**config.mk**
```make
export PLATFORM = sky130hd
export DESIGN_NAME = pattern_playback_ctrl
export DESIGN_NICKNAME = d
export VERILOG_FILES = /design/src/rtl/pbk_pkg.sv /design/src/rtl/pbk_ctrl.sv /design/src/rtl/pbk_datapath.sv /design/src/rtl/pattern_playback_ctrl.sv
export SDC_FILE = /design/constraint.sdc
export NUM_CORES = 1
export LEC_CHECK = 0
export BUFFER_PORTS_ARGS = -buffer_cell sky130_fd_sc_hd__buf_4
export CAP_MARGIN = 20
export CORE_MARGIN = 4
export CORE_UTILIZATION = 50
export DETAILED_ROUTE_END_ITERATION = 6
export PLACE_DENSITY = 0.75
export SLEW_MARGIN = 0
export SYNTH_ARGS = -nofsm -noshare
export SYNTH_HDL_FRONTEND = slang
export SYNTH_HIERARCHICAL = 1
export SYNTH_SLANG_ARGS = --single-unit
```
**constraint.sdc**
```tcl
create_clock -name clk -period 7.7 [get_ports clk]
set_clock_uncertainty 0.1 [all_clocks]
set_input_delay 1.54 -clock clk [delete_from_list [all_inputs] [get_ports clk]]
set_output_delay 1.54 -clock clk [all_outputs]
set_load 0.01 [all_outputs]
```
**src/rtl/pbk_pkg.sv**
```systemverilog
package pbk_pkg;

  typedef enum logic [2:0] {
    ST_IDLE  = 3'd0,
    ST_ARMED = 3'd1,
    ST_RUN   = 3'd2,
    ST_PAUSE = 3'd3,
    ST_DONE  = 3'd4
  } pbk_state_e;

  typedef enum logic [1:0] {
    PM_ONCE  = 2'd0,
    PM_COUNT = 2'd1,
    PM_LOOP  = 2'd2,
    PM_LOOP2 = 2'd3
  } pbk_mode_e;

  // strobes from sequencer to datapath
  typedef struct packed {
    logic load;     // capture length and repeat count
    logic restart;  // address and pass counter to zero
    logic advance;  // consume one word
    logic clear;    // drivers off
  } pbk_strobe_t;

endpackage

```
**src/rtl/pbk_ctrl.sv**
```systemverilog
module pbk_ctrl
  import pbk_pkg::*;
#(
  parameter int LEN_W = 11,
  parameter int REP_W = 16
) (
  input  logic             clk,
  input  logic             rstN,
  input  logic             armReq,
  input  logic             abortReq,
  input  logic [1:0]       cfgMode,
  input  logic [LEN_W-1:0] cfgLength,
  input  logic [REP_W-1:0] cfgRepeat,
  input  logic             startOff,
  input  logic             startFall,
  input  logic             swStart,
  input  logic             startTrig,
  input  logic             pauseOff,
  input  logic             pauseLow,
  input  logic             pauseTrig,
  input  logic             atEnd,
  input  logic             finalPass,
  output pbk_strobe_t      strobe,
  output logic             readyForStart,
  output logic             donePulse
);

  pbk_state_e state, stateNext;
  pbk_mode_e  modeQ;
  logic       startPrev;
  logic       startEdge, startGo, pauseAct, cfgValid, lastWord;

  always_comb begin
    startEdge = startFall ? (startPrev & ~startTrig) : (~startPrev & startTrig);
    startGo   = startOff | swStart | startEdge;
    pauseAct  = ~pauseOff & (pauseTrig ^ pauseLow);
    cfgValid  = (cfgLength != '0) &&
                !((pbk_mode_e'(cfgMode) == PM_COUNT) && (cfgRepeat == '0));
    lastWord  = atEnd && ((modeQ == PM_ONCE) || ((modeQ == PM_COUNT) && finalPass));
  end

  always_comb begin
    stateNext = state;
    strobe    = '0;
    if (abortReq) begin
      stateNext    = ST_IDLE;
      strobe.clear = 1'b1;
    end else begin
      unique case (state)
        ST_IDLE: begin
          if (armReq && cfgValid) begin
            stateNext   = ST_ARMED;
            strobe.load = 1'b1;
          end
        end
        ST_ARMED: begin
          if (startGo) begin
            stateNext      = ST_RUN;
            strobe.restart = 1'b1;
          end
        end
        ST_RUN, ST_PAUSE: begin
          if (pauseAct) begin
            stateNext = ST_PAUSE;
          end else begin
            strobe.advance = 1'b1;
            stateNext      = lastWord ? ST_DONE : ST_RUN;
          end
        end
        ST_DONE: stateNext = ST_IDLE;
        default: stateNext = ST_IDLE;
      endcase
    end
  end

  always_ff @(posedge clk or negedge rstN) begin
    if (!rstN) begin
      state     <= ST_IDLE;
      modeQ     <= PM_ONCE;
      startPrev <= 1'b0;
    end else begin
      state     <= stateNext;
      startPrev <= startTrig;
      if (strobe.load) modeQ <= pbk_mode_e'(cfgMode);
    end
  end

  assign readyForStart = (state == ST_ARMED);
  assign donePulse     = (state == ST_DONE);

  // completion marker lasts a single cycle
  p_done_single_r11: assert property (@(posedge clk) disable iff (!rstN)
    donePulse |=> !donePulse);

  // abort lands in idle
  p_abort_idle_r12: assert property (@(posedge clk) disable iff (!rstN)
    abortReq |=> (state == ST_IDLE));

  // a zero length never leaves idle
  p_reject_zero_r3: assert property (@(posedge clk) disable iff (!rstN)
    (state == ST_IDLE && armReq && !abortReq && cfgLength == '0) |=> (state == ST_IDLE));

  // playback cannot fall back to armed or idle except by abort or completion
  p_no_rearm_r13: assert property (@(posedge clk) disable iff (!rstN)
    ((state == ST_RUN || state == ST_PAUSE) && !abortReq)
      |=> (state == ST_RUN || state == ST_PAUSE || state == ST_DONE));

endmodule

```
**src/rtl/pbk_datapath.sv**
```systemverilog
module pbk_datapath
  import pbk_pkg::*;
#(
  parameter int DATA_W = 32,
  parameter int ADDR_W = 10,
  parameter int REP_W  = 16,
  localparam int LEN_W = ADDR_W + 1
) (
  input  logic              clk,
  input  logic              rstN,
  input  pbk_strobe_t       strobe,
  input  logic [LEN_W-1:0]  cfgLength,
  input  logic [REP_W-1:0]  cfgRepeat,
  input  logic [DATA_W-1:0] memData,
  input  logic [DATA_W-1:0] chanDir,
  output logic [ADDR_W-1:0] memAddr,
  output logic [DATA_W-1:0] dataOut,
  output logic [DATA_W-1:0] dataOe,
  output logic              dataActive,
  output logic              atEnd,
  output logic              finalPass
);

  logic [ADDR_W-1:0] addrQ;
  logic [LEN_W-1:0]  lenQ;
  logic [REP_W-1:0]  repQ, passQ;
  logic [DATA_W-1:0] dataQ;
  logic              activeQ;

  assign atEnd     = ({1'b0, addrQ} == (lenQ - LEN_W'(1)));
  assign finalPass = (passQ == (repQ - REP_W'(1)));

  always_ff @(posedge clk or negedge rstN) begin
    if (!rstN) begin
      lenQ <= '0;
      repQ <= '0;
    end else if (strobe.load) begin
      lenQ <= cfgLength;
      repQ <= cfgRepeat;
    end
  end

  always_ff @(posedge clk or negedge rstN) begin
    if (!rstN) begin
      addrQ <= '0;
      passQ <= '0;
    end else if (strobe.restart) begin
      addrQ <= '0;
      passQ <= '0;
    end else if (strobe.advance) begin
      if (atEnd) begin
        addrQ <= '0;
        passQ <= passQ + REP_W'(1);
      end else begin
        addrQ <= addrQ + ADDR_W'(1);
      end
    end
  end

  always_ff @(posedge clk or negedge rstN) begin
    if (!rstN) begin
      dataQ   <= '0;
      activeQ <= 1'b0;
    end else begin
      activeQ <= strobe.advance & ~strobe.clear;
      if (strobe.advance) dataQ <= memData;
    end
  end

  // one enable flop per channel
  for (genvar i = 0; i < DATA_W; i++) begin : g_oe
    logic oeBit;
    always_ff @(posedge clk or negedge rstN) begin
      if (!rstN)               oeBit <= 1'b0;
      else if (strobe.clear)   oeBit <= 1'b0;
      else if (strobe.advance) oeBit <= chanDir[i];
    end
    assign dataOe[i] = oeBit;
  end

  assign memAddr    = addrQ;
  assign dataOut    = dataQ;
  assign dataActive = activeQ;

  // the word on the bus only changes on a consumed cycle
  p_hold_on_pause_r7: assert property (@(posedge clk) disable iff (!rstN)
    !strobe.advance |=> $stable(dataOut));

  // the read address stays inside the loaded pattern
  p_addr_in_range_r6: assert property (@(posedge clk) disable iff (!rstN)
    strobe.advance |-> ({1'b0, addrQ} < lenQ));

  // drivers are off after a clear
  p_abort_clears_r12: assert property (@(posedge clk) disable iff (!rstN)
    strobe.clear |=> (dataOe == '0 && !dataActive));

endmodule

```
**src/rtl/pattern_playback_ctrl.sv**
```systemverilog
module pattern_playback_ctrl
  import pbk_pkg::*;
#(
  parameter int DATA_W = 32,
  parameter int ADDR_W = 10,
  parameter int REP_W  = 16
) (
  input  logic              clk,
  input  logic              rstN,
  input  logic              armReq,
  input  logic              abortReq,
  input  logic [1:0]        cfgMode,
  input  logic [ADDR_W:0]   cfgLength,
  input  logic [REP_W-1:0]  cfgRepeat,
  input  logic              cfgStartOff,
  input  logic              cfgStartFall,
  input  logic              cfgPauseOff,
  input  logic              cfgPauseLow,
  input  logic [DATA_W-1:0] chanDir,
  input  logic              startTrig,
  input  logic              pauseTrig,
  input  logic              swStart,
  output logic [ADDR_W-1:0] memAddr,
  output logic              memRdEn,
  input  logic [DATA_W-1:0] memData,
  output logic [DATA_W-1:0] dataOut,
  output logic [DATA_W-1:0] dataOe,
  output logic              readyForStart,
  output logic              dataActive,
  output logic              donePulse
);

  localparam int LEN_W = ADDR_W + 1;

  pbk_strobe_t strobe;
  logic        atEnd, finalPass;

  pbk_ctrl #(.LEN_W(LEN_W), .REP_W(REP_W)) u_ctrl (
    .clk          (clk),
    .rstN         (rstN),
    .armReq       (armReq),
    .abortReq     (abortReq),
    .cfgMode      (cfgMode),
    .cfgLength    (cfgLength),
    .cfgRepeat    (cfgRepeat),
    .startOff     (cfgStartOff),
    .startFall    (cfgStartFall),
    .swStart      (swStart),
    .startTrig    (startTrig),
    .pauseOff     (cfgPauseOff),
    .pauseLow     (cfgPauseLow),
    .pauseTrig    (pauseTrig),
    .atEnd        (atEnd),
    .finalPass    (finalPass),
    .strobe       (strobe),
    .readyForStart(readyForStart),
    .donePulse    (donePulse)
  );

  pbk_datapath #(.DATA_W(DATA_W), .ADDR_W(ADDR_W), .REP_W(REP_W)) u_dp (
    .clk       (clk),
    .rstN      (rstN),
    .strobe    (strobe),
    .cfgLength (cfgLength),
    .cfgRepeat (cfgRepeat),
    .memData   (memData),
    .chanDir   (chanDir),
    .memAddr   (memAddr),
    .dataOut   (dataOut),
    .dataOe    (dataOe),
    .dataActive(dataActive),
    .atEnd     (atEnd),
    .finalPass (finalPass)
  );

  assign memRdEn = strobe.advance;

endmodule

```
; After elaboration in Yosys (flattened, before gate mapping)
; Index checks and enable logic that the tools add are counted.
[classes]
addsub = 4
n_eq_ne = 10
muxes = 85
n_bitwise = 11
n_reduce_logical = 17
[ops]
columns = operator, count
row1 = $mux W1, 72
row2 = $mux W16, 3
row3 = $mux W10, 3
row4 = $mux W3, 6
row5 = $add A16 B1 Y16 const B, 1
row6 = $eq A16 B16 Y1, 1
row7 = $logic_not A16 Y1, 1
row8 = $sub A16 B1 Y16 const B, 1
row9 = $eq A10 B11 Y1, 1
row10 = $reduce_bool A11 Y1, 1
row11 = $sub A11 B1 Y11 const B, 1
row12 = $add A10 B1 Y10 const B, 1
row13 = $pmux W3 S3, 1
row14 = $eq A3 B2 Y1 const B, 2
row15 = $ne A3 B2 Y1 const B, 2
row16 = $reduce_bool A2 Y1, 3
row17 = $logic_and A1 B1 Y1, 5
row18 = $and A1 B1 Y1, 4
row19 = $eq A2 B1 Y1 const B, 2
row20 = $not A1 Y1, 4
row21 = $reduce_and A2 Y1, 2
row22 = $eq A3 B1 Y1 const B, 1
row23 = $eq A3 B3 Y1 const B, 1
row24 = $logic_not A3 Y1, 1
row25 = 6 further kinds, 7
[word_totals]
register_bits = 124
out_inout_bits = 78

; Longest topological paths before layout
; Gate-level depths: netlist of run 1.
[depth]
ltp_word = 10
mapped_depth = 12

; By module
; Netlist of run 1, hierarchy kept.
[by_module_without_submodules]
columns = mod, instances, cells_each, area_per_inst_um2, seq_area_each_um2
row1 = pbk_datapath, 1, 564, 6102.1, 2952.8
row2 = pbk_ctrl, 1, 45, 417.9, 150.1

; Worst setup path after synthesis of run 1
; Ideal clock, no wire load.
[synth_timing]
path_kind = input to output
start = input port cfgPauseLow
end = output port memRdEn
arrival_time_ns = 2.261
path_slack_ns = 3.799
path_stages = 3
path_buffers = 0
cell_sequence = xnor2_1 > o21ai_1 > nor3_1
[synth_between]
elab_chain_cells = 5
[synth_lines]
columns = element, line_no
row1 = from (decl), pattern_playback_ctrl.sv:18  ; input logic cfgPauseLow,
row2 = $xor A1 B1 Y1, pbk_ctrl.sv:36  ; pauseAct = ~pauseOff & (pauseTrig ^ pauseLow);
row3 = $and A1 B1 Y1, pbk_ctrl.sv:36
row4 = $mux W1, pbk_ctrl.sv:63  ; if (pauseAct) begin
row5 = $mux W1, pbk_ctrl.sv:49  ; unique case (state)
row6 = $mux W3, pbk_ctrl.sv:45  ; if (abortReq) begin
row7 = to (decl), pattern_playback_ctrl.sv:24  ; output logic memRdEn,
; Every way passes these cells.

; Worst setup path in the final report of run 1
; Same ends and word-level chain as after synthesis.

==> reports/qor.txt, run 1 <==
critical path capture point type -> primary output
post-synthesis net count -> 717
area of the mapped netlist -> 6520 um^2
CTS H-Tree Depth -> 4
Root Driver -> clkbuf_16
top cells by count, synth -> dfrtp_1 (124), mux2_2 (67), nor2_1 (58)
predominant post-synthesis flop cell -> dfrtp_1
proportion of layout cells with a drive suffix above 1 -> 38.7%
Period Utilization, post-route -> 53.6%
setup violators final -> 0
synth top area cells -> dfrtp_1 (48%), mux2_2 (12%), mux2i_1 (5.5%)
class of the tightest hold or removal check -> reg -> reg
area grow syn2layout -> 29.0%
simple-gate portion of the synthesized area -> 16.8%
total of buffers placed on input and output ports -> 181
post-layout total power -> 2.40 mW
async set-reset flop share out of synthesis -> 100%
post-CTS resize count -> 0
Pre-Repair DR Iteration Count -> 4
WL/cell -> 17.5 um
wire length after detailed routing -> 16.3 mm
Worst setup SP type -> input pin
power density normalized to cell area -> 285 nW/um^2
count of clock tree sinks -> 124
post-route ant nets -> 0
shortest period the worst path allows -> 4.13 ns
critical path arrival -> 2.49 ns
result of the run -> finished, final reports clean
count of synthesis-stage warnings from yosys -> 6
Finished Layout Cells -> 934
Ant. Diodes -> 0
detail-routed via count per cell -> 5.49
detailed router's first-iteration violation count -> 360
net switching power of the design -> 699 uW
multiplexer area fraction after synthesis -> 17.4%
antenna violations before repair -> 0
clock slew at reported path FFs -> 0.06 ns
floorplan row count -> 41
Hold WS -> 0.409 ns
maximum fanout along the worst path -> 3
horizontal die dimension -> 122 um
Inserted Clock Buffers -> 17
transition time at the pin with the least slew margin -> 1.10 ns
final total negative setup slack -> 0 ns
number of global-route vias before repair -> 5276
FF+latch count, synth -> 124
critical path data required time -> 6.06 ns
cell count after synthesis -> 609
Yosys top cell by area -> dfrtp_1
Compound-Gate Fraction of Synth Area -> 5.30%
number of instances in the placed design -> 902
vias after detailed routing -> 5132
pin count of the biggest net entering global routing -> 76
remaining global-route overflow -> 0
startpoint-to-endpoint class of the critical path -> in -> out
clock tree buffer depth -> 2
global-route wire length before repair -> 26.0 mm
xor and xnor fraction of the mapped netlist area -> 5.58%
max-cap viol count -> 0
area fraction of the dominant cell type after synthesis -> 47.6%
DRC Markers -> 0
final count of hold timing violations -> 0
Adder-Cell Fraction of Synth Area -> 0.768%
final max-slew violation count -> 0
Clock Latency Late Sink -> 0.41 ns
number of buffers inserted by hold repair at cts -> 0
highest achievable clock rate -> 242 MHz
highest ir drop seen on vdd -> 0.000241 V
Clk network pwr share -> 35.2%
net switching share of the total power -> 29.1%
combinational family with the most area after synthesis -> multiplexers
nets@finish -> 858
proportion of power drawn by flip-flops and latches -> 38.5%
setup repair after global routing missed its margin -> false
leakage power of the design -> 3.81 nW
power share of the combinational group -> 26.4%
number of synthesized flops with an enable pin -> 0
average instance area after synthesis -> 10.7 um^2
hpwl dp -> 11.9 mm
TritonCTS clock tree -> yes
floorplan core area -> 12700 um^2
GRT Overall Usage -> 22.3%
cell with the most instances after synthesis -> dfrtp_1
Post-CTS Setup Bufs -> 0
last weighted congestion value of the routability-driven placer -> 0.873
number of library cell types mapped by synthesis -> 58
die extent in y -> 122 um
I/O pins -> 182
P_int -> 1.70 mW
Relative slew margins -> 25.8%
area of the die -> 14900 um^2
Initial Util -> 51.5%
part of the Yosys area used for sequential elements -> 47.6%
==> state kept, by name, indices dropped and copies added (netlist names) <==
signal            flops
u_dp/dataOut         32
u_dp/g_oe.oeBit      32
u_dp/passQ           16
u_dp/repQ            16
u_dp/lenQ            11
u_dp/memAddr         10
u_ctrl/state          3
u_ctrl/modeQ          2
u_ctrl/startPrev      1
u_dp/dataActive       1
==> power by group through the flow <==
stage	Combinational (mW)	Clock [mW]	Sequential, mW
CTS	0.634	0.853	0.923
global placement	0.614	0	0.923
detailed placement	0.633	0	0.929
global route	0.692	0.885	0.944
finish	0.633	0.844	0.923
floorplan	0.331	0	0.938
==> per-stage QoR <==
| step | setup slack [ns] | util (%) | area (um^2) |
|---|---|---|---|
| 3_5_place_dp | 3.48 | 61.2 | 7760 |
| 3_3_place_gp | 3.54 | 61.2 | 7760 |
| 5_1_grt | 3.45 | 66.4 | 8410 |
| 2_1_floorplan | 3.80 | - | 6520 |
| 4_1_cts | 3.55 | 66.2 | 8380 |
| 6_report | 3.57 | 66.4 | 8410 |
==> per-layer routing <==
metal  track usage, %  vias up  routed length [um]  share of wire, %
met1             25.5     2536                6220                38
li1                 -     2391                   -                 -
met4             7.70        0                 249               1.5
met5                0        -                   0                 0
met3             9.75       19                1570               9.6
met2             37.4      186                8280                51
==> cells by family (layout without fill, tap and decap cells) <==
logic type | after synthesis | in the layout
flip-flops | 124 | 124
multiplexers | 105 | 105
adder cells (fa/ha/maj) | 4 | 4
AO/OA/AOI/OAI | 52 | 52
buffers and inverters | 77 | 230
AND/OR/NAND/NOR | 207 | 207
XOR/XNOR | 40 | 40
==> cell usage in the layout (no fill, tap or decap), drive strengths merged, types with 3 or more instances in the layout <==
master / instances
and2: 3
ha: 4
clkbuf: 20
xor2: 18
a21oi: 9
bufinv: 4
or2: 3
nand2: 25
mux2: 69
o22ai: 3
nor4: 16
nor2: 58
o21ai: 20
and3: 3
nor2b: 21
nand2b: 5
nor3: 28
or4: 4
inv: 12
nor4b: 3
nand3: 8
o211ai: 4
xnor2: 21
mux2i: 36
buf: 186
nor3b: 9
clkinv: 6
a311oi: 3
or3: 4
dfrtp: 124
and4: 3
nand4: 10
==> worst max-delay path, cell delays in order <==
cell     delay [ns]
buf_4          0.12
xnor2_1        0.25
o21ai_1        0.15
nor3_2         0.23
buf_4          0.19
==> worst paths after layout <==
path / startpoint / endpoint / slack (ns) / cells past startpoint
worst max register to register: u_dp/repQ[2]$_DFFE_PN0P_ / u_ctrl/state[1]$_DFFE_PN0P_ / 4.08 / 10
worst max-delay path: cfgPauseLow / memRdEn / 3.57 / 5
worst min register to register: u_dp/dataOut[19]$_DFFE_PN0P_ / u_dp/dataOut[19]$_DFFE_PN0P_ / 0.41 / 1
min in group asynchronous: rstN / u_dp/passQ[9]$_DFFE_PN0P_ / 1.17 / 1
worst min-delay path: u_dp/dataOut[19]$_DFFE_PN0P_ / u_dp/dataOut[19]$_DFFE_PN0P_ / 0.41 / 1
max in group asynchronous: rstN / u_dp/dataOut[7]$_DFFE_PN0P_ / 5.11 / 2
==> layout make-up <==
| type | count | area, um^2 |
|---|---|---|
| Clock buffer | 20 | 457 |
| Clock inverter | 11 | 168 |
| Fill cell | 963 | 4260 |
| Inverter | 13 | 48.8 |
| Multi-Input combinational cell | 408 | 3000 |
| Sequential cell | 124 | 3100 |
| Tap cell | 172 | 215 |
| Timing Repair Buffer | 186 | 1420 |
(Power assumes the default switching activity.)
==> run 2: changes to the inputs <==
- CORE_UTILIZATION: 50 -> 48
- clock period: 7.7 -> 3.4 ns (I/O delays scaled with it)
==> reports/qor.txt, run 2 (synthesis results as in run 1) <==
nets@finish -> 865 (+0.82%)
largest stage delay on the critical path -> 0.77 ns (+0.52 ns)
critical path arrival -> 3.41 ns (+0.92 ns)
Inserted Clock Buffers -> 17 (unchanged)
Buf+Inv Stages, Crit Path -> 1 (-1)
die extent in y -> 125 um (+1.9%)
leakage power of the design -> 3.81 nW (+0.16%)
remaining global-route overflow -> 0 (unchanged)
pin count of the biggest net entering global routing -> 42 (-45%)
Relative slew margins -> 31.9% (+6.1 points)
Pre-Repair DR Iteration Count -> 5 (+1)
vias after detailed routing -> 5133 (+0.019%)
Initial Util -> 49.0% (-2.4 points)
Worst setup SP type -> register
Hold WS -> 0.138 ns (-0.271 ns)
Ant. Diodes -> 0 (unchanged)
horizontal die dimension -> 125 um (+1.9%)
number of buffers inserted by hold repair at cts -> 0 (unchanged)
floorplan row count -> 42 (+2.4%)
post-route ant nets -> 0 (unchanged)
global-route wire length before repair -> 27.3 mm (+5.3%)
Root Driver -> clkbuf_16
last weighted congestion value of the routability-driven placer -> 0.906 (+3.8%)
highest achievable clock rate -> 310 MHz
hpwl dp -> 12.3 mm (+3.3%)
number of instances in the placed design -> 914 (+1.3%)
wire length after detailed routing -> 16.6 mm (+1.7%)
cell class contributing the biggest share of worst-path delay -> compound AO/OA/AOI/OAI gates
worst slack at placement -> 0.284 ns (-3.19 ns)
max-cap viol count -> 0 (unchanged)
final max-slew violation count -> 0 (unchanged)
count of clock tree sinks -> 124 (unchanged)
Clock Latency Late Sink -> 0.41 ns (about the same)
detailed router's first-iteration violation count -> 324 (-10%)
clock tree buffer depth -> 2 (unchanged)
CTS H-Tree Depth -> 4 (unchanged)
final total negative setup slack -> 0 ns (unchanged)
total of buffers placed on input and output ports -> 181 (unchanged)
shortest period the worst path allows -> 3.22 ns
DRC Markers -> 0 (unchanged)
most used cells in the layout excluding fill and tap cells -> buf_4 (193), dfrtp_1 (124), mux2_2 (67)
final count of hold timing violations -> 0 (unchanged)
area grow syn2layout -> 29.2%
antenna violations before repair -> 0 (unchanged)
WL/cell -> 17.5 um (+0.36%)
critical path capture point type -> register
critical path data required time -> 3.59 ns (-2.47 ns)
GRT Overall Usage -> 21.6% (-0.68 points)
final setup margin -> 0.179 ns (-3.40 ns)
proportion of layout cells with a drive suffix above 1 -> 39.4% (+0.64 points)
TritonCTS clock tree -> yes
highest ir drop seen on vdd -> 0.000577 V (+140%)
maximum fanout along the worst path -> 13 (+10)
most common cell after layout, fill and taps aside -> buf_4
setup repair after global routing missed its margin -> false
Post-CTS Setup Bufs -> 0 (unchanged)
slowest stage cell, crit path -> o22ai_1
result of the run -> finished, final reports clean
Period Utilization, post-route -> 94.7%
power density normalized to cell area -> 640 nW/um^2 (+120%)
post-layout total power -> 5.39 mW (+120%)
I/O pins -> 182 (unchanged)
transition time at the pin with the least slew margin -> 1.02 ns (-0.0811 ns)
post-CTS resize count -> 0 (unchanged)
number of global-route vias before repair -> 5377 (+1.9%)
area of the die -> 15500 um^2 (+3.9%)
floorplan core area -> 13300 um^2 (+4.9%)
detail-routed via count per cell -> 5.43 (-1.2%)
clock slew at reported path FFs -> 0.06 ns (about the same)
class of the tightest hold or removal check -> in -> async
critical-path cell list -> or4_1 > a21o_2 > a32o_1 > o22ai_1 > buf_4 > nor3b_1 > mux2_2
Finished Layout Cells -> 946 (+1.3%)
setup violators final -> 0 (unchanged)
startpoint-to-endpoint class of the critical path -> reg -> reg
-- run 2: cell types whose count changed in the layout (fill, tap and decap cells not counted) --
| cell | previous run | this run |
|---|---|---|
| buf_16 | 1 | 0 |
| buf_4 | 185 | 193 |
| bufinv_16 | 4 | 3 |
| clkbuf_8 | 2 | 0 |
| clkinv_4 | 2 | 1 |
| clkinvlp_4 | 2 | 5 |
| inv_6 | 0 | 2 |
-- run 2: report_power, final --
group / internal, mW / switching (mW) / total, mW
clock: 1.15 / 0.688 / 1.84
sequential: 1.80 / 0.286 / 2.09
combinational: 0.800 / 0.660 / 1.46
total: 3.76 / 1.63 / 5.39
-- run 2: cell type report --
type,instances,area (um^2)
fill,1063,4870
clock buffer,18,429
tap,176,220
timing repair buffer,193,1450
multi-input combinational,408,3000
sequential,124,3100
clock inverter,14,169
inverter,13,48.8
-- run 2: worst paths after layout --
check,startpoint,endpoint,slack [ns],cells past startpoint
worst max-delay path,u_dp/lenQ[0]$_DFFE_PN0P_,u_dp/passQ[3]$_DFFE_PN0P_,0.18,7
worst min-delay path,rstN,u_dp/dataOut[30]$_DFFE_PN0P_,0.14,1
worst max register to register,u_dp/lenQ[0]$_DFFE_PN0P_,u_dp/passQ[3]$_DFFE_PN0P_,0.18,7
worst min register to register,u_ctrl/modeQ[1]$_DFFE_PN0P_,u_ctrl/modeQ[1]$_DFFE_PN0P_,0.40,1
max in group asynchronous,rstN,u_dp/lenQ[0]$_DFFE_PN0P_,2.22,2
min in group clk,startTrig,u_ctrl/startPrev$_DFF_PN0_,0.29,1
-- run 2: metal layers --
| layer | track usage, % | part of all wire (%) | wire, um | up-vias |
|---|---|---|---|---|
| li1 | - | - | - | 2402 |
| met1 | 25.3 | 39 | 6490 | 2495 |
| met2 | 36.1 | 50 | 8230 | 201 |
| met3 | 8.70 | 9.2 | 1530 | 35 |
| met4 | 7.48 | 2.1 | 348 | 0 |
| met5 | 0 | 0 | 0 | - |
-- run 2: metrics by stage --
stage	utilization [%]	area, um^2
global placement	58.8	7820
finish	63.3	8420
detailed placement	58.8	7820
CTS	63.3	8420
floorplan	-	6520
global route	63.3	8420
